===== src/rtl/smbcfg_pkg.sv =====
`timescale 1ns/1ps
package smbcfg_pkg;
  typedef enum logic [2:0] {
    S_IDLE,
    S_ADDR,
    S_AACK,
    S_RX,
    S_RACK,
    S_TX,
    S_MACK,
    S_IGNORE
  } slv_state_t;
endpackage


===== src/rtl/smbcfg_linesync.sv =====
`timescale 1ns/1ps
module smbcfg_linesync #(
  parameter int STAGES = 2
) (
  input  logic clk,
  input  logic rst,
  input  logic scl_in,
  input  logic sda_in,
  output logic scl_lvl,
  output logic sda_lvl,
  output logic scl_rise,
  output logic scl_fall,
  output logic start_det,
  output logic stop_det
);
  logic [STAGES-1:0] scl_sh, sda_sh;
  logic scl_prev, sda_prev;

  always_ff @(posedge clk) begin
    if (rst) begin
      scl_sh   <= '1;
      sda_sh   <= '1;
      scl_prev <= 1'b1;
      sda_prev <= 1'b1;
    end else begin
      scl_sh   <= {scl_sh[STAGES-2:0], scl_in};
      sda_sh   <= {sda_sh[STAGES-2:0], sda_in};
      scl_prev <= scl_sh[STAGES-1];
      sda_prev <= sda_sh[STAGES-1];
    end
  end

  assign scl_lvl   = scl_sh[STAGES-1];
  assign sda_lvl   = sda_sh[STAGES-1];
  assign scl_rise  = scl_lvl & ~scl_prev;
  assign scl_fall  = ~scl_lvl & scl_prev;
  assign start_det = scl_lvl & scl_prev & sda_prev & ~sda_lvl;
  assign stop_det  = scl_lvl & scl_prev & ~sda_prev & sda_lvl;
endmodule


===== src/rtl/smbcfg_regs.sv =====
`timescale 1ns/1ps
module smbcfg_regs #(
  parameter int NREG = 8,
  parameter int DW = 8,
  parameter int IW = 4,
  parameter logic [NREG*DW-1:0] RESET_VAL = '0
) (
  input  logic              clk,
  input  logic              rst,
  input  logic              we,
  input  logic [IW-1:0]     widx,
  input  logic [DW-1:0]     wdata,
  output logic [NREG*DW-1:0] q
);
  for (genvar g = 0; g < NREG; g++) begin : g_reg
    always_ff @(posedge clk) begin
      if (rst)
        q[g*DW +: DW] <= RESET_VAL[g*DW +: DW];
      else if (we && widx == IW'(g))
        q[g*DW +: DW] <= wdata;
    end
  end


  reset_load_chk: assert property (@(posedge clk) rst |=> (q == RESET_VAL));

  hold_when_idle_chk: assert property (@(posedge clk) disable iff (rst) !we |=> $stable(q));

  index_range_chk: assert property (@(posedge clk) disable iff (rst) we |-> (widx < IW'(NREG)));
endmodule


===== src/rtl/smbcfg_slave.sv =====
`timescale 1ns/1ps
module smbcfg_slave
  import smbcfg_pkg::*;
#(
  parameter int NREG = 8,
  parameter int DW = 8,
  parameter logic [6:0] DEV_ADDR = 7'h69,
  parameter int SYNC_STAGES = 2,
  parameter logic [NREG*DW-1:0] RESET_VAL = 64'h8877_6655_4433_2211
) (
  input  logic               clk,
  input  logic               rst,
  input  logic               scl_in,
  input  logic               sda_in,
  output logic               sda_pull_low,
  output logic [NREG*DW-1:0] cfg_bus
);
  localparam int RIW = $clog2(NREG);
  localparam int TXW = $clog2(NREG + 1);
  localparam int RXW = $clog2(NREG + 2) + 1;
  localparam int BCW = $clog2(DW + 1);

  logic scl_lvl, sda_lvl, scl_rise, scl_fall, start_det, stop_det;
  slv_state_t st;
  logic [BCW-1:0] bitcnt;
  logic [DW-1:0]  sh;
  logic           rd_mode, mack_ok, drv;
  logic [RXW-1:0] rx_cnt;
  logic [TXW-1:0] tx_idx;
  logic           we;
  logic [RXW-1:0] widx;
  logic [DW-1:0]  regs_a [NREG];
  logic [DW-1:0]  nxt_byte;
  logic           byte_done;

  smbcfg_linesync #(.STAGES(SYNC_STAGES)) u_sync (
    .clk(clk), .rst(rst), .scl_in(scl_in), .sda_in(sda_in),
    .scl_lvl(scl_lvl), .sda_lvl(sda_lvl), .scl_rise(scl_rise),
    .scl_fall(scl_fall), .start_det(start_det), .stop_det(stop_det)
  );

  always_comb begin
    for (int i = 0; i < NREG; i++) regs_a[i] = cfg_bus[i*DW +: DW];
    nxt_byte = regs_a[tx_idx[RIW-1:0]];
  end

  assign byte_done = scl_fall && (bitcnt == BCW'(DW));
  assign we   = (st == S_RX) && byte_done && !start_det && !stop_det
                && (rx_cnt >= RXW'(2)) && (rx_cnt < RXW'(NREG + 2));
  assign widx = rx_cnt - RXW'(2);

  smbcfg_regs #(.NREG(NREG), .DW(DW), .IW(RXW), .RESET_VAL(RESET_VAL)) u_regs (
    .clk(clk), .rst(rst), .we(we), .widx(widx), .wdata(sh), .q(cfg_bus)
  );

  always_ff @(posedge clk) begin
    if (rst) begin
      st      <= S_IDLE;
      drv     <= 1'b0;
      bitcnt  <= '0;
      sh      <= '0;
      rd_mode <= 1'b0;
      mack_ok <= 1'b0;
      rx_cnt  <= '0;
      tx_idx  <= '0;
    end else if (start_det) begin
      st     <= S_ADDR;
      bitcnt <= '0;
      drv    <= 1'b0;
    end else if (stop_det) begin
      st  <= S_IDLE;
      drv <= 1'b0;
    end else begin
      case (st)
        S_ADDR: begin
          if (scl_rise) begin
            sh     <= {sh[DW-2:0], sda_lvl};
            bitcnt <= bitcnt + 1'b1;
          end else if (byte_done) begin
            if (sh[DW-1:1] == DEV_ADDR) begin
              drv     <= 1'b1;
              rd_mode <= sh[0];
              rx_cnt  <= '0;
              tx_idx  <= '0;
              st      <= S_AACK;
            end else begin
              st <= S_IGNORE;
            end
          end
        end
        S_AACK: begin
          if (scl_fall) begin
            bitcnt <= '0;
            if (rd_mode) begin
              sh  <= DW'(NREG);
              drv <= ~DW'(NREG) >> (DW - 1);
              st  <= S_TX;
            end else begin
              drv <= 1'b0;
              st  <= S_RX;
            end
          end
        end
        S_RX: begin
          if (scl_rise) begin
            sh     <= {sh[DW-2:0], sda_lvl};
            bitcnt <= bitcnt + 1'b1;
          end else if (byte_done) begin
            drv <= 1'b1;
            st  <= S_RACK;
            if (rx_cnt < RXW'(NREG + 2)) rx_cnt <= rx_cnt + 1'b1;
          end
        end
        S_RACK: begin
          if (scl_fall) begin
            drv    <= 1'b0;
            bitcnt <= '0;
            st     <= S_RX;
          end
        end
        S_TX: begin
          if (scl_rise) begin
            bitcnt <= bitcnt + 1'b1;
          end else if (scl_fall) begin
            if (bitcnt == BCW'(DW)) begin
              drv <= 1'b0;
              st  <= S_MACK;
            end else begin
              sh  <= {sh[DW-2:0], 1'b0};
              drv <= ~sh[DW-2];
            end
          end
        end
        S_MACK: begin
          if (scl_rise) begin
            mack_ok <= ~sda_lvl;
          end else if (scl_fall) begin
            if (mack_ok && tx_idx < TXW'(NREG)) begin
              sh     <= nxt_byte;
              drv    <= ~nxt_byte[DW-1];
              tx_idx <= tx_idx + 1'b1;
              bitcnt <= '0;
              st     <= S_TX;
            end else begin
              st <= S_IGNORE;
            end
          end
        end
        default: ;
      endcase
    end
  end

  assign sda_pull_low = drv;


  sda_scl_low_chk: assert property (@(posedge clk) disable iff (rst)
    (drv != $past(drv)) |-> !$past(scl_lvl));

  ignore_quiet_chk: assert property (@(posedge clk) disable iff (rst)
    (st == S_IGNORE) |-> !sda_pull_low);

  nack_release_chk: assert property (@(posedge clk) disable iff (rst)
    (st == S_MACK && $past(st) == S_MACK) |-> !sda_pull_low);
endmodule


===== config.mk =====
export PLATFORM = sky130hd
export DESIGN_NAME = smbcfg_slave
export DESIGN_NICKNAME = d
export VERILOG_FILES = /design/src/rtl/smbcfg_pkg.sv /design/src/rtl/smbcfg_linesync.sv /design/src/rtl/smbcfg_regs.sv /design/src/rtl/smbcfg_slave.sv
export SDC_FILE = /design/constraint.sdc
export NUM_CORES = 1
export LEC_CHECK = 0
export ABC_AREA = 0
export BUFFER_PORTS_ARGS = -buffer_cell sky130_fd_sc_hd__buf_2
export CAP_MARGIN = 15
export CORE_MARGIN = 2
export CORE_UTILIZATION = 58
export CTS_CLUSTER_SIZE = 10
export DETAILED_ROUTE_END_ITERATION = 8
export PLACE_DENSITY = 0.79
export SLEW_MARGIN = 40
export SYNTH_ARGS = -nofsm -noshare
export SYNTH_HDL_FRONTEND = slang
export SYNTH_HIERARCHICAL = 1
export SYNTH_SLANG_ARGS = --single-unit

===== constraint.sdc =====
create_clock -name clk -period 2.8 [get_ports clk]
set_input_delay 0.7 -clock clk [delete_from_list [all_inputs] [get_ports clk]]
set_output_delay 0.7 -clock clk [all_outputs]
set_load 0.05 [all_outputs]

# [After elaboration in Yosys (flattened, before gate mapping)]
# Index checks and enable logic that the tools add are counted.
# Widths: inputs -> output; s select.
[word_totals] register_bits=97 latchBits=0 mem_bits_rw=0 rom_bits=0 in_bits=4 out_inout_bits=65 word_cells=194 n_memories=0
[classes] addsub=4 multipliers=0 div=0 order_cmp=4 n_eq_ne=45 shift=0 n_mux=65 bitwise=17 reduce_logical=38
[ops] cell="$mux 8" count=11
[ops] cell="$mux 4" count=11
[ops] cell="$ne 4x4->1 const B" count=11
[ops] cell="$mux 3" count=13
[ops] cell="$reduce_and 12->1" count=3
[ops] cell="$pmux 8 s4" count=1
[ops] cell="$mux 5" count=6
[ops] cell="$ne 2x2->1 const B" count=15
[ops] cell="$bmux 8 s3" count=1
[ops] cell="$eq 5x3->1 const B" count=4
[ops] cell="$pmux 3 s6" count=1
[ops] cell="$reduce_and 9->1" count=2
[ops] cell="$mux 1" count=16
[ops] cell="$logic_and 1x1->1" count=15
[ops] cell="$reduce_and 13->1" count=1
[ops] cell="$pmux 4 s3" count=1
[ops] cell="$eq 5x2->1 const B" count=2
[ops] cell="$pmux 5 s2" count=1
[ops] cell="$eq 3x3->1 const B" count=3
[ops] cell="$not 1->1" count=9
[ops] cell="$add 4x1->4 const B" count=2
[ops] cell="$ne 2x1->1 const B" count=4
[ops] cell="$pmux 4 s2" count=1
[ops] cell="$reduce_bool 8->1" count=1
[ops] cell="26 further kinds" count=38

# [Logic depth before layout (Yosys ltp)]
# Gate-level depths: netlist of the first run.
[logic_depth] word_depth=9 mapped_depth=10 mapped_depth_nobuf=8

# [Cells and area by module]
# The synthesis of the first run kept the hierarchy.
[by_module_without_submodules] mod="smbcfg_regs" n_inst=1 cells_each=237 area_each_um2=2536.2
[by_module_without_submodules] mod="smbcfg_slave" n_inst=1 cells_each=247 area_each_um2=2215.9
[by_module_without_submodules] mod="smbcfg_linesync" n_inst=1 cells_each=16 area_each_um2=190.2

# [Worst setup path before layout of the first run]
# OpenSTA, ideal clock, no wires.
[synth_path] kind="reg-to-reg" from="reg rx_cnt[1]" to="reg u_regs.q[24]" setup_time_ns=0.072 arrival_time_ns=2.327 required_time_ns=2.728 slack_ns=0.401 path_stages_with_launch=10 cell_sequence="dfxtp_1 -> inv_1 -> ha_1 -> nor2b_1 -> or4_1 -> nor3_1 -> nor4b_4 -> and3_1 -> buf_6 -> mux2i_1"
[synth_via] word_cells_on_any_way=7 cone_classes="add/sub (1); order compare (2); eq/ne (1); reduce/logical (3)"
[synth_rtl] element="start, declared" line="smbcfg_slave.sv:28" text="logic [RXW-1:0] rx_cnt;"
[synth_rtl] element="start signal, assigned" line="smbcfg_slave.sv:111" text="if (rx_cnt < RXW'(NREG + 2)) rx_cnt <= rx_cnt + 1'b1;"
[synth_rtl] element="$sub 5x2->5" line="smbcfg_slave.sv:50" text="assign widx = rx_cnt - RXW'(2);"
[synth_rtl] element="via widx[1]" line="smbcfg_slave.sv:31" text="logic [RXW-1:0] widx;"
[synth_rtl] element="$eq 5x2->1" line="smbcfg_regs.sv:19" text="else if (we && widx == IW'(g))"
[synth_rtl] element="$logic_and 1x1->1" line="smbcfg_regs.sv:19"
[synth_rtl] element="end signal, assigned by index" line="smbcfg_regs.sv:18" text="q[g*DW +: DW] <= RESET_VAL[g*DW +: DW];"
[synth_rtl] element="end signal, assigned by index" line="smbcfg_regs.sv:20" text="q[g*DW +: DW] <= wdata;"
[synth_rtl] element="end, declared" line="smbcfg_regs.sv:13" text="output logic [NREG*DW-1:0] q"
# The timed path passes the listed nets, and every way through them passes these cells.
# A chain may end at the register's enable or synchronous reset.

# [Worst setup path in the final report of the first run]
[layout_path] from="reg rx_cnt[1]" to="reg u_regs.q[26]"
# Same word-level chain as after synthesis.

==> flow_summary.toml, run 1 <==
[synthesis]
ys_async_sr_fraction_pct = 0
synth.ff_latch_count = 97
synthDominantCellAreaShare_pct = 39.3
yosys_warnings = 6
syn-cell-area_mm2 = 0.00494
yosys.cell_types.count = 65
synth.top_cells.by_area = "sky130_fd_sc_hd__dfxtp_1, sky130_fd_sc_hd__mux2i_1, sky130_fd_sc_hd__mux4_2, sky130_fd_sc_hd__nand2b_1, sky130_fd_sc_hd__nor2_1"
synth_most_common_cell = "sky130_fd_sc_hd__dfxtp_1"
mappedNetlistNets = 511
post-synth-top-area-cell = "sky130_fd_sc_hd__dfxtp_1"
synth_seq_area_share_pct = 39.3
synth-edff-count = 0
synth.avg_cell_area_um2 = 9.88
instance_count_of_the_mapped_netlist = 500
synth_top_flop_cell = "sky130_fd_sc_hd__dfxtp_1"
leading_cell_types_by_count_after_synthesis = "sky130_fd_sc_hd__dfxtp_1, sky130_fd_sc_hd__mux2i_1, sky130_fd_sc_hd__nor2_1"

[drt]
dr.first_iter.drc_count = 254
ant_nets = 0
drt_drc_violations_left = 0
firstDrtPassIters = 4
finalWirelength_um = 12100
avgRoutedWirePerCell_um = 18.1
detailroute.via_count = 3960
viasPerCell = 5.90

[power_and_ir_drop]
cellLeakagePower_nw = 2.40
peakVddDrop_mv = 0.291
totalPowerFinal_w = 0.00244
power.density_mw_per_mm2 = 437

[clock_network]
cts-htree-levels = 3
worst_path_clk_slew_ns = 0.09
clock_insertion_delay_worst_skew_ns = 0.37
cts_setup_buffers = 0
clockRootBuffer = "sky130_fd_sc_hd__clkbuf_8"
tritoncts = "built"
cts-buffers-inserted = 9
ctsLongestPathBuffers = 2
cts.hold.buffers_added = 0
clock_sinks = 97

[global_routing]
groute.layer.met3.usage_pct = 3.37
first_global_vias = 3837
grt_first_pass_wirelength_um = 19500
groute.layer.met1.usage_pct = 36.5
grt_start_max_net_pins = 39
busiest_layer = "met2"
globalRouteMet2Util_pct = 45.3
initial_antenna_violation_count = 0
grt_use_total_pct = 27.5
grt_remaining_overflow = 0

[floorplan]
floorplan.die.height_um = 96.3
floorplan.die_area_mm2 = 0.00928
dieWidth_um = 96.3
rows = 33
core_region_area_mm2 = 0.00826
initial_cell_density_of_the_core_pct = 59.8
io-pin-count = 69

[finish]
multi_input_area_mm2 = 0.00282
post_route_cells_drive_above_1_share_pct = 23.0
fillerInstances = 674
num-nets-final = 573
layout-area-overhead-vs-synth_pct = 13.1
antenna_cells_inserted = 0
ff_latch_area_mm2 = 0.00194
post_route_insts_no_fill = 671

[worst_setup_path]
cp.required_ns = 3.09
critical_path.endpoint_type = "flip-flop"
critical_path_class = "reg2reg"
regToRegSetupSlack_ns = 0.23
worst_setup_path_start_kind = "flip-flop"
cp.arrival_ns = 2.86
crit_fanout = 6

[placement]
io_buffer_count = 68
place.detailed.hpwl_um = 8680
dpl.cell_count = 656
gp_routability_congestion = 0.932

[timing]
max-slew-margin-rel_pct = 53.5
min_period_ns = 2.57
rsz_0062_raised_after_global_routing = "false"
max_slew.worst_pin.slew_ns = 0.697
timing_max_transition_violations_final = 0
final.setup_skew_ns = 0.0116
setup_tns_ns = 0
final_hold_viol_count = 0
setup_violations = 0
finalCritPeriodShare_pct = 91.8
maxClockFrequency_mhz = 389

[status]
outcome = "completed"

[worst_hold_path]
hold_path_class = "reg2reg"

[flow_run]
drv.max_cap_violation_count = 0
==> metal layers <==
metal,routed length [µm],up-vias,share of wire (%)
met5,0,-,0
met4,273,0,2.3
met3,631,22,5.2
met2,6000,118,49
met1,5220,1914,43
li1,-,1906,-
==> stage by stage <==
step | setup WS, ns | util, % | hold WS (ns) | instance area, µm²
final | 0.228 | 67.7 | 0.418 | 5590
after global routing | 0.0234 | 67.7 | 0.443 | 5590
after global placement | 0.275 | 65.2 | 0.394 | 5390
after CTS | 0.115 | 67.6 | 0.418 | 5590
after detailed placement | 0.104 | 65.2 | 0.395 | 5390
after floorplan | 0.401 | - | 0.383 | 4940
==> final timing paths <==
check / endpoint / cells after the start / from
worst max-delay path: u_regs/q[26] / 8 / rx_cnt[1]
worst min-delay path: u_sync/scl_sh[1] / 1 / u_sync/scl_sh[0]
worst max register to register: u_regs/q[26] / 8 / rx_cnt[1]
worst min register to register: u_sync/scl_sh[1] / 1 / u_sync/scl_sh[0]
==> repair_timing <==
item | 4_1_cts | 5_1_grt
endpoints found under the setup margin | 0 | 11
resized for setup | 0 | 2
hold endpoints to repair | 0 | 0
==> area by class of cell <==
type,count,share of cell area (%)
flip-flops and latches,97,34.8
inverters,11,0.739
repair buffers,80,8.15
clock inverters,6,1.37
well taps,105,2.35
clock buffers,9,2.22
multi-input cells,363,50.4
==> sequential cells by signal (all words and copies together) (netlist names) <==
register	count
bitcnt	4
mack_ok	1
rd_mode	1
rx_cnt	5
sda_pull_low	1
sh	8
st	3
tx_idx	4
u_regs/q	64
u_sync/scl_prev	1
u_sync/scl_sh	2
u_sync/sda_prev	1
u_sync/sda_sh	2
==> where the power goes <==
part | switching [W] | internal, W
combinational | 0.0000720 | 0.0000440
sequential | 0.00000526 | 0.00138
clock | 0.000511 | 0.000424
==> cells in the final DEF (no fill, tap or decap), drive strengths merged, types with 3 or more instances in the layout <==
cell type  netlist  routed
a211oi           7       7
a21oi            9       9
a22o             6       6
a22oi            6       6
and2             4       4
and3b            3       3
buf             13      80
clkbuf          16       9
dfxtp           97      97
ha               7       7
inv             11      14
mux2i           71      71
mux4            16      16
nand2           30      30
nand2b          51      51
nand3            6       6
nand3b           3       3
nand4            4       4
nor2            54      54
nor2b           11      11
nor3            11      11
o2111ai          3       3
o21a             3       3
o21ai            4       4
o22ai            3       3
or2              7       7
or4              4       4
xnor2            4       4
==> logic make-up after synthesis <==
| group | after synthesis | share of synthesized area [%] |
|---|---|---|
| AOI/OAI and AO/OA | 60 | 9.62 |
| adders and majority gates | 7 | 1.77 |
| buffers and inverters | 40 | 3.75 |
| muxes | 88 | 21.9 |
| and+or+nand+nor | 202 | 22.6 |
| DFF | 97 | 39.3 |
| xor gates and xnor gates | 6 | 1.06 |
==> worst max-delay path: stages (launching register included) <==
cell	delay, ns
sky130_fd_sc_hd__dfxtp_1	0.37
sky130_fd_sc_hd__inv_1	0.10
sky130_fd_sc_hd__ha_1	0.20
sky130_fd_sc_hd__nor2b_1	0.05
sky130_fd_sc_hd__or4_1	0.54
sky130_fd_sc_hd__nor3_1	0.25
sky130_fd_sc_hd__nor4b_4	0.39
sky130_fd_sc_hd__and3_2	0.38
sky130_fd_sc_hd__mux2i_1	0.22
(Power assumes the default switching activity.)
==> run 2, diff against run 1 <==
CORE_UTILIZATION = 35   (was 58)
PLACE_DENSITY = 0.49   (was 0.79)
==> flow_summary.toml, run 2 (synthesized netlist as in run 1, its figures left out) <==
[worst_setup_path]
r2r_end = "u_regs/q[15]"
launch_instance_of_the_worst_register_to_register_path = "rx_cnt[2]"
crit_fanout = 8
regToRegSetupSlack_ns = 0.21
cp.required_ns = 3.01
cp.arrival_ns = 2.80
worst_setup_path_start_kind = "flip-flop"
reg2reg_depth = 8
critical_path.endpoint_type = "flip-flop"
critical_path_class = "reg2reg"

[power_and_ir_drop]
pwr-share-clk_pct = 43.7
cellLeakagePower_nw = 2.45
power_frac_comb_pct = 4.4
peakVddDrop_mv = 0.193
seq_power_share_pct = 51.8
power.density_mw_per_mm2 = 464
internal_power_w = 0.00206
power.net_switching_w = 0.000624
switching_share_pct = 23.3

[floorplan]
floorplan.die_area_mm2 = 0.0151
initial_cell_density_of_the_core_pct = 35.7
floorplan.die.height_um = 123
core_region_area_mm2 = 0.0138
io-pin-count = 69
dieWidth_um = 123
rows = 43

[clock_network]
cts-buffers-inserted = 9
cts.hold.buffers_added = 0
clockRootBuffer = "sky130_fd_sc_hd__clkbuf_16"
worst_path_clk_slew_ns = 0.07
clock_sinks = 97
clock_insertion_delay_worst_skew_ns = 0.35
ctsLongestPathBuffers = 2
cts-htree-levels = 3
tritoncts = "built"

[timing]
max-slew-margin-rel_pct = 51.3
setup_tns_ns = 0
final.setup_skew_ns = 0.0133
fin_hold_ws_ns = 0.407
maxClockFrequency_mhz = 387
finalCritPeriodShare_pct = 92.3
max_slew.worst_pin.slew_ns = 0.730
final_hold_viol_count = 0
setup_violations = 0
timing_max_transition_violations_final = 0
min_period_ns = 2.59
rsz_0062_raised_after_global_routing = "false"

[global_routing]
groute.layer.met1.usage_pct = 24.5
grt_start_max_net_pins = 81
first_global_vias = 3780
busiest_layer = "met2"
grt_first_pass_wirelength_um = 21000
globalRouteMet2Util_pct = 30.4
grt_remaining_overflow = 0
grt_use_total_pct = 18.6
groute.layer.met3.usage_pct = 2.79
initial_antenna_violation_count = 0

[finish]
number_of_flip_flops_under_the_largest_register_name = 64
fillerInstances = 1382
post_route_cells_drive_above_1_share_pct = 23.1
layout-area-overhead-vs-synth_pct = 16.8
layout_commonest_cell = "sky130_fd_sc_hd__dfxtp_1"
antenna_cells_inserted = 0
top_reg_by_flops = "u_regs/q"
num-nets-final = 574
post_route_insts_no_fill = 747
layout_common_cells = "sky130_fd_sc_hd__dfxtp_1, sky130_fd_sc_hd__mux2i_1, sky130_fd_sc_hd__buf_2, sky130_fd_sc_hd__nor2_1, sky130_fd_sc_hd__nand2b_1"
largest_registers = "u_regs/q: 64 flops, sh: 8 flops, rx_cnt: 5 flops"

[placement]
io_buffer_count = 68
place.detailed.hpwl_um = 9450
dpl.cell_count = 732
gp_routability_congestion = 0.844

[drt]
detailroute.via_count = 3881
drt_drc_violations_left = 0
avgRoutedWirePerCell_um = 18.1
dr.first_iter.drc_count = 272
ant_nets = 0
viasPerCell = 5.20
firstDrtPassIters = 4
finalWirelength_um = 13500

[flow_run]
drv.max_cap_violation_count = 0

[worst_hold_path]
worst_hold_startpoint = "u_sync/sda_sh[0]"
hold_path_class = "reg2reg"
timing.hold.worst_path_depth = 1
hold_end = "u_sync/sda_sh[1]"

[status]
outcome = "completed"
[run 2: how the worst max path moves through the flow]
stage | start | slack (ns) | endpoint | cells after the start
6_report | rx_cnt[2] | 0.21 | u_regs/q[15] | 8
5_1_grt | u_sync/sda_sh[1] | 0.02 | sh[4] | 6
4_1_cts | rx_cnt[2] | 0.10 | u_regs/q[26] | 8
3_5_place_dp | rx_cnt[2] | 0.10 | u_regs/q[26] | 8
3_3_place_gp | rx_cnt[1] | 0.23 | u_regs/q[24] | 8
2_1_floorplan | rx_cnt[1] | 0.40 | u_regs/q[24] | 9
[run 2: timing repair]
action / 4_1_cts / 5_1_grt
setup buffers: 0 / 0
endpoints found under the setup margin: 0 / 15
resized for setup: 0 / 3
[run 2: worst max-delay path, cell delays in order, from the launching register on]
cell                      delay, ns
sky130_fd_sc_hd__dfxtp_1       0.34
sky130_fd_sc_hd__inv_1         0.11
sky130_fd_sc_hd__ha_1          0.20
sky130_fd_sc_hd__nor2b_1       0.05
sky130_fd_sc_hd__or4_1         0.53
sky130_fd_sc_hd__nor3_1        0.28
sky130_fd_sc_hd__nor4b_4       0.40
sky130_fd_sc_hd__nand2_2       0.35
sky130_fd_sc_hd__mux2i_1       0.20
[run 2: cell type report]
type / instances / area [µm²] / area share [%]
inverters: 11 / 41.3 / 0.715
multi-input cells: 363 / 2830 / 48.9
well taps: 180 / 225 / 3.90
flip-flops and latches: 97 / 1940 / 33.6
clock buffers: 10 / 239 / 4.14
clock inverters: 5 / 38.8 / 0.672
repair buffers: 81 / 463 / 8.02
[run 2: stage by stage]
stage / total power, W / util (%) / setup slack [ns] / cell area (µm²)
after floorplan: 0.00150 / - / 0.401 / 4940
after global placement: 0.00154 / 39.7 / 0.230 / 5490
after detailed placement: 0.00154 / 39.7 / 0.103 / 5490
after CTS: 0.00272 / 41.7 / 0.101 / 5760
after global routing: 0.00280 / 41.8 / 0.0194 / 5770
final: 0.00268 / 41.8 / 0.215 / 5770
[run 2: power groups by stage]
stage | registers (W) | clock network [W] | logic [W]
after floorplan | 0.00142 | 0 | 0.0000819
after global placement | 0.00142 | 0 | 0.000117
final | 0.00139 | 0.00117 | 0.000118
after CTS | 0.00139 | 0.00121 | 0.000118
after detailed placement | 0.00142 | 0 | 0.000117
after global routing | 0.00139 | 0.00128 | 0.000129
[run 2: metal layers]
layer	wire [µm]	share of wire, %	up-vias
met5	0	0	-
met2	6790	50	64
li1	-	-	1906
met3	420	3.1	8
met1	6180	46	1903
met4	138	1.0	0
==> run 3, diff against run 2 <==
BUFFER_PORTS_ARGS = -buffer_cell sky130_fd_sc_hd__buf_4   (was -buffer_cell sky130_fd_sc_hd__buf_2)
==> flow_summary.toml, run 3 (synthesized netlist as in run 1, its figures left out) <==
[status]
outcome = "completed"

[worst_setup_path]
worst_setup_path_start_kind = "flip-flop"
cp.required_ns = 3.02
cp.arrival_ns = 2.82
r2r_end = "u_regs/q[8]"
crit_fanout = 8
critical_path.endpoint_type = "flip-flop"
launch_instance_of_the_worst_register_to_register_path = "rx_cnt[2]"
reg2reg_depth = 8
regToRegSetupSlack_ns = 0.20
critical_path_class = "reg2reg"

[finish]
top_reg_by_flops = "u_regs/q"
post_route_cells_drive_above_1_share_pct = 23.2
layout-area-overhead-vs-synth_pct = 20.7
layout_commonest_cell = "sky130_fd_sc_hd__dfxtp_1"
layout_common_cells = "sky130_fd_sc_hd__dfxtp_1, sky130_fd_sc_hd__buf_4, sky130_fd_sc_hd__mux2i_1, sky130_fd_sc_hd__nor2_1, sky130_fd_sc_hd__nand2b_1"
antenna_cells_inserted = 0
num-nets-final = 575
largest_registers = "u_regs/q: 64 flops, sh: 8 flops, rx_cnt: 5 flops"
number_of_flip_flops_under_the_largest_register_name = 64

[floorplan]
floorplan.die.height_um = 123
core_region_area_mm2 = 0.0138
floorplan.die_area_mm2 = 0.0151
initial_cell_density_of_the_core_pct = 35.7
rows = 43
io-pin-count = 69
dieWidth_um = 123

[global_routing]
grt_use_total_pct = 19.1
grt_remaining_overflow = 0
initial_antenna_violation_count = 0
grt_first_pass_wirelength_um = 21800
grt_start_max_net_pins = 67
first_global_vias = 3967

[timing]
rsz_0062_raised_after_global_routing = "true"
timing_max_transition_violations_final = 0
postLayoutSetupSlackWorst_ns = 0.201
finalCritPeriodShare_pct = 92.8
max-slew-margin-rel_pct = 52.2
final.setup_skew_ns = 0.00936
setup_violations = 0
setup_tns_ns = 0
max_slew.worst_pin.slew_ns = 0.716
maxClockFrequency_mhz = 385
final_hold_viol_count = 0
min_period_ns = 2.60

[placement]
post-place-ws_ns = 0.0587
place.detailed.hpwl_um = 9650
gp_routability_congestion = 0.840
io_buffer_count = 68

[worst_hold_path]
timing.hold.worst_path_depth = 1
hold_path_class = "reg2reg"
hold_end = "u_sync/scl_sh[1]"
worst_hold_startpoint = "u_sync/scl_sh[0]"

[drt]
ant_nets = 0
firstDrtPassIters = 5
drt_drc_violations_left = 0
dr.first_iter.drc_count = 243
avgRoutedWirePerCell_um = 18.2
finalWirelength_um = 13600
viasPerCell = 5.26
detailroute.via_count = 3941

[clock_network]
tritoncts = "built"
ctsLongestPathBuffers = 2
worst_path_clk_slew_ns = 0.06
clock_sinks = 97
clock_insertion_delay_worst_skew_ns = 0.35
clockRootBuffer = "sky130_fd_sc_hd__clkbuf_16"
cts-htree-levels = 3
cts-buffers-inserted = 9

[power_and_ir_drop]
cellLeakagePower_nw = 2.51
power.density_mw_per_mm2 = 471
peakVddDrop_mv = 0.346

[flow_run]
drv.max_cap_violation_count = 0
## run 3: changes by cell type in the layout (fill, tap and decap cells not counted), sizes merged
| cell | before | now |
|---|---|---|
| clkinvlp | 1 | 0 |
| clkbuf | 10 | 12 |
| buf | 81 | 82 |
| bufinv | 0 | 1 |
| clkinv | 2 | 1 |
## run 3: worst max-delay path, cell delays in order (launching register included)
cell and delay [ns]:
sky130_fd_sc_hd__dfxtp_1 0.35, sky130_fd_sc_hd__inv_1 0.11, sky130_fd_sc_hd__ha_1 0.21, sky130_fd_sc_hd__nor2b_1 0.06, sky130_fd_sc_hd__or4_1 0.54, sky130_fd_sc_hd__nor3_1 0.27
sky130_fd_sc_hd__nor4b_4 0.41, sky130_fd_sc_hd__nand2_2 0.34, sky130_fd_sc_hd__mux2i_1 0.20
## run 3: worst max-delay path by stage
stage	startpoint	slack [ns]	end
global route	rx_cnt[2]	-0.02	u_regs/q[29]
global placement	rx_cnt[2]	0.24	u_regs/q[26]
detailed placement	rx_cnt[2]	0.06	u_regs/q[29]
finish	rx_cnt[2]	0.20	u_regs/q[8]
CTS	rx_cnt[2]	0.07	u_regs/q[29]
floorplan	rx_cnt[1]	0.40	u_regs/q[24]
## run 3: where the power goes
part / internal (W) / leakage, nW / switching, W
clock network: 0.000751 / 0.154 / 0.000555
registers: 0.00138 / 0.784 / 0.00000487
logic: 0.0000434 / 1.57 / 0.0000737
## run 3: layer usage
layer / GRT usage, % / part of all wire (%)
met1: 25.3 / 46
met5: 0 / 0
met4: 3.52 / 0.82
met2: 32.0 / 49
met3: 4.41 / 4.2
## run 3: timing repair
action                     CTS  global route
hold endpoints to repair     0             0
hold buffers                 0             0
gates resized for setup      0             2
buffers inserted             0             0
setup endpoints to repair    0            15
## run 3: through the flow
| stage | instance area (µm²) | hold WS [ns] | std cells | power (W) | util, % |
|---|---|---|---|---|---|
| final | 5970 | 0.406 | 749 | 0.00281 | 43.2 |
| after global routing | 5970 | 0.431 | 749 | 0.00292 | 43.2 |
| after CTS | 5960 | 0.413 | 749 | 0.00285 | 43.1 |
| after detailed placement | 5650 | 0.395 | 733 | 0.00154 | 40.9 |
| after global placement | 5650 | 0.391 | 733 | 0.00154 | 40.9 |
| after floorplan | 4940 | 0.383 | 500 | 0.00150 | - |
## run 3: layout make-up
cell class | count | area (µm²)
fill | 1362 | 7860
inverter | 11 | 41.3
multi-input combinational | 363 | 2820
sequential | 97 | 1940
clock inverter | 4 | 56.3
timing repair buffer | 82 | 628
tap | 180 | 225
clock buffer | 12 | 256
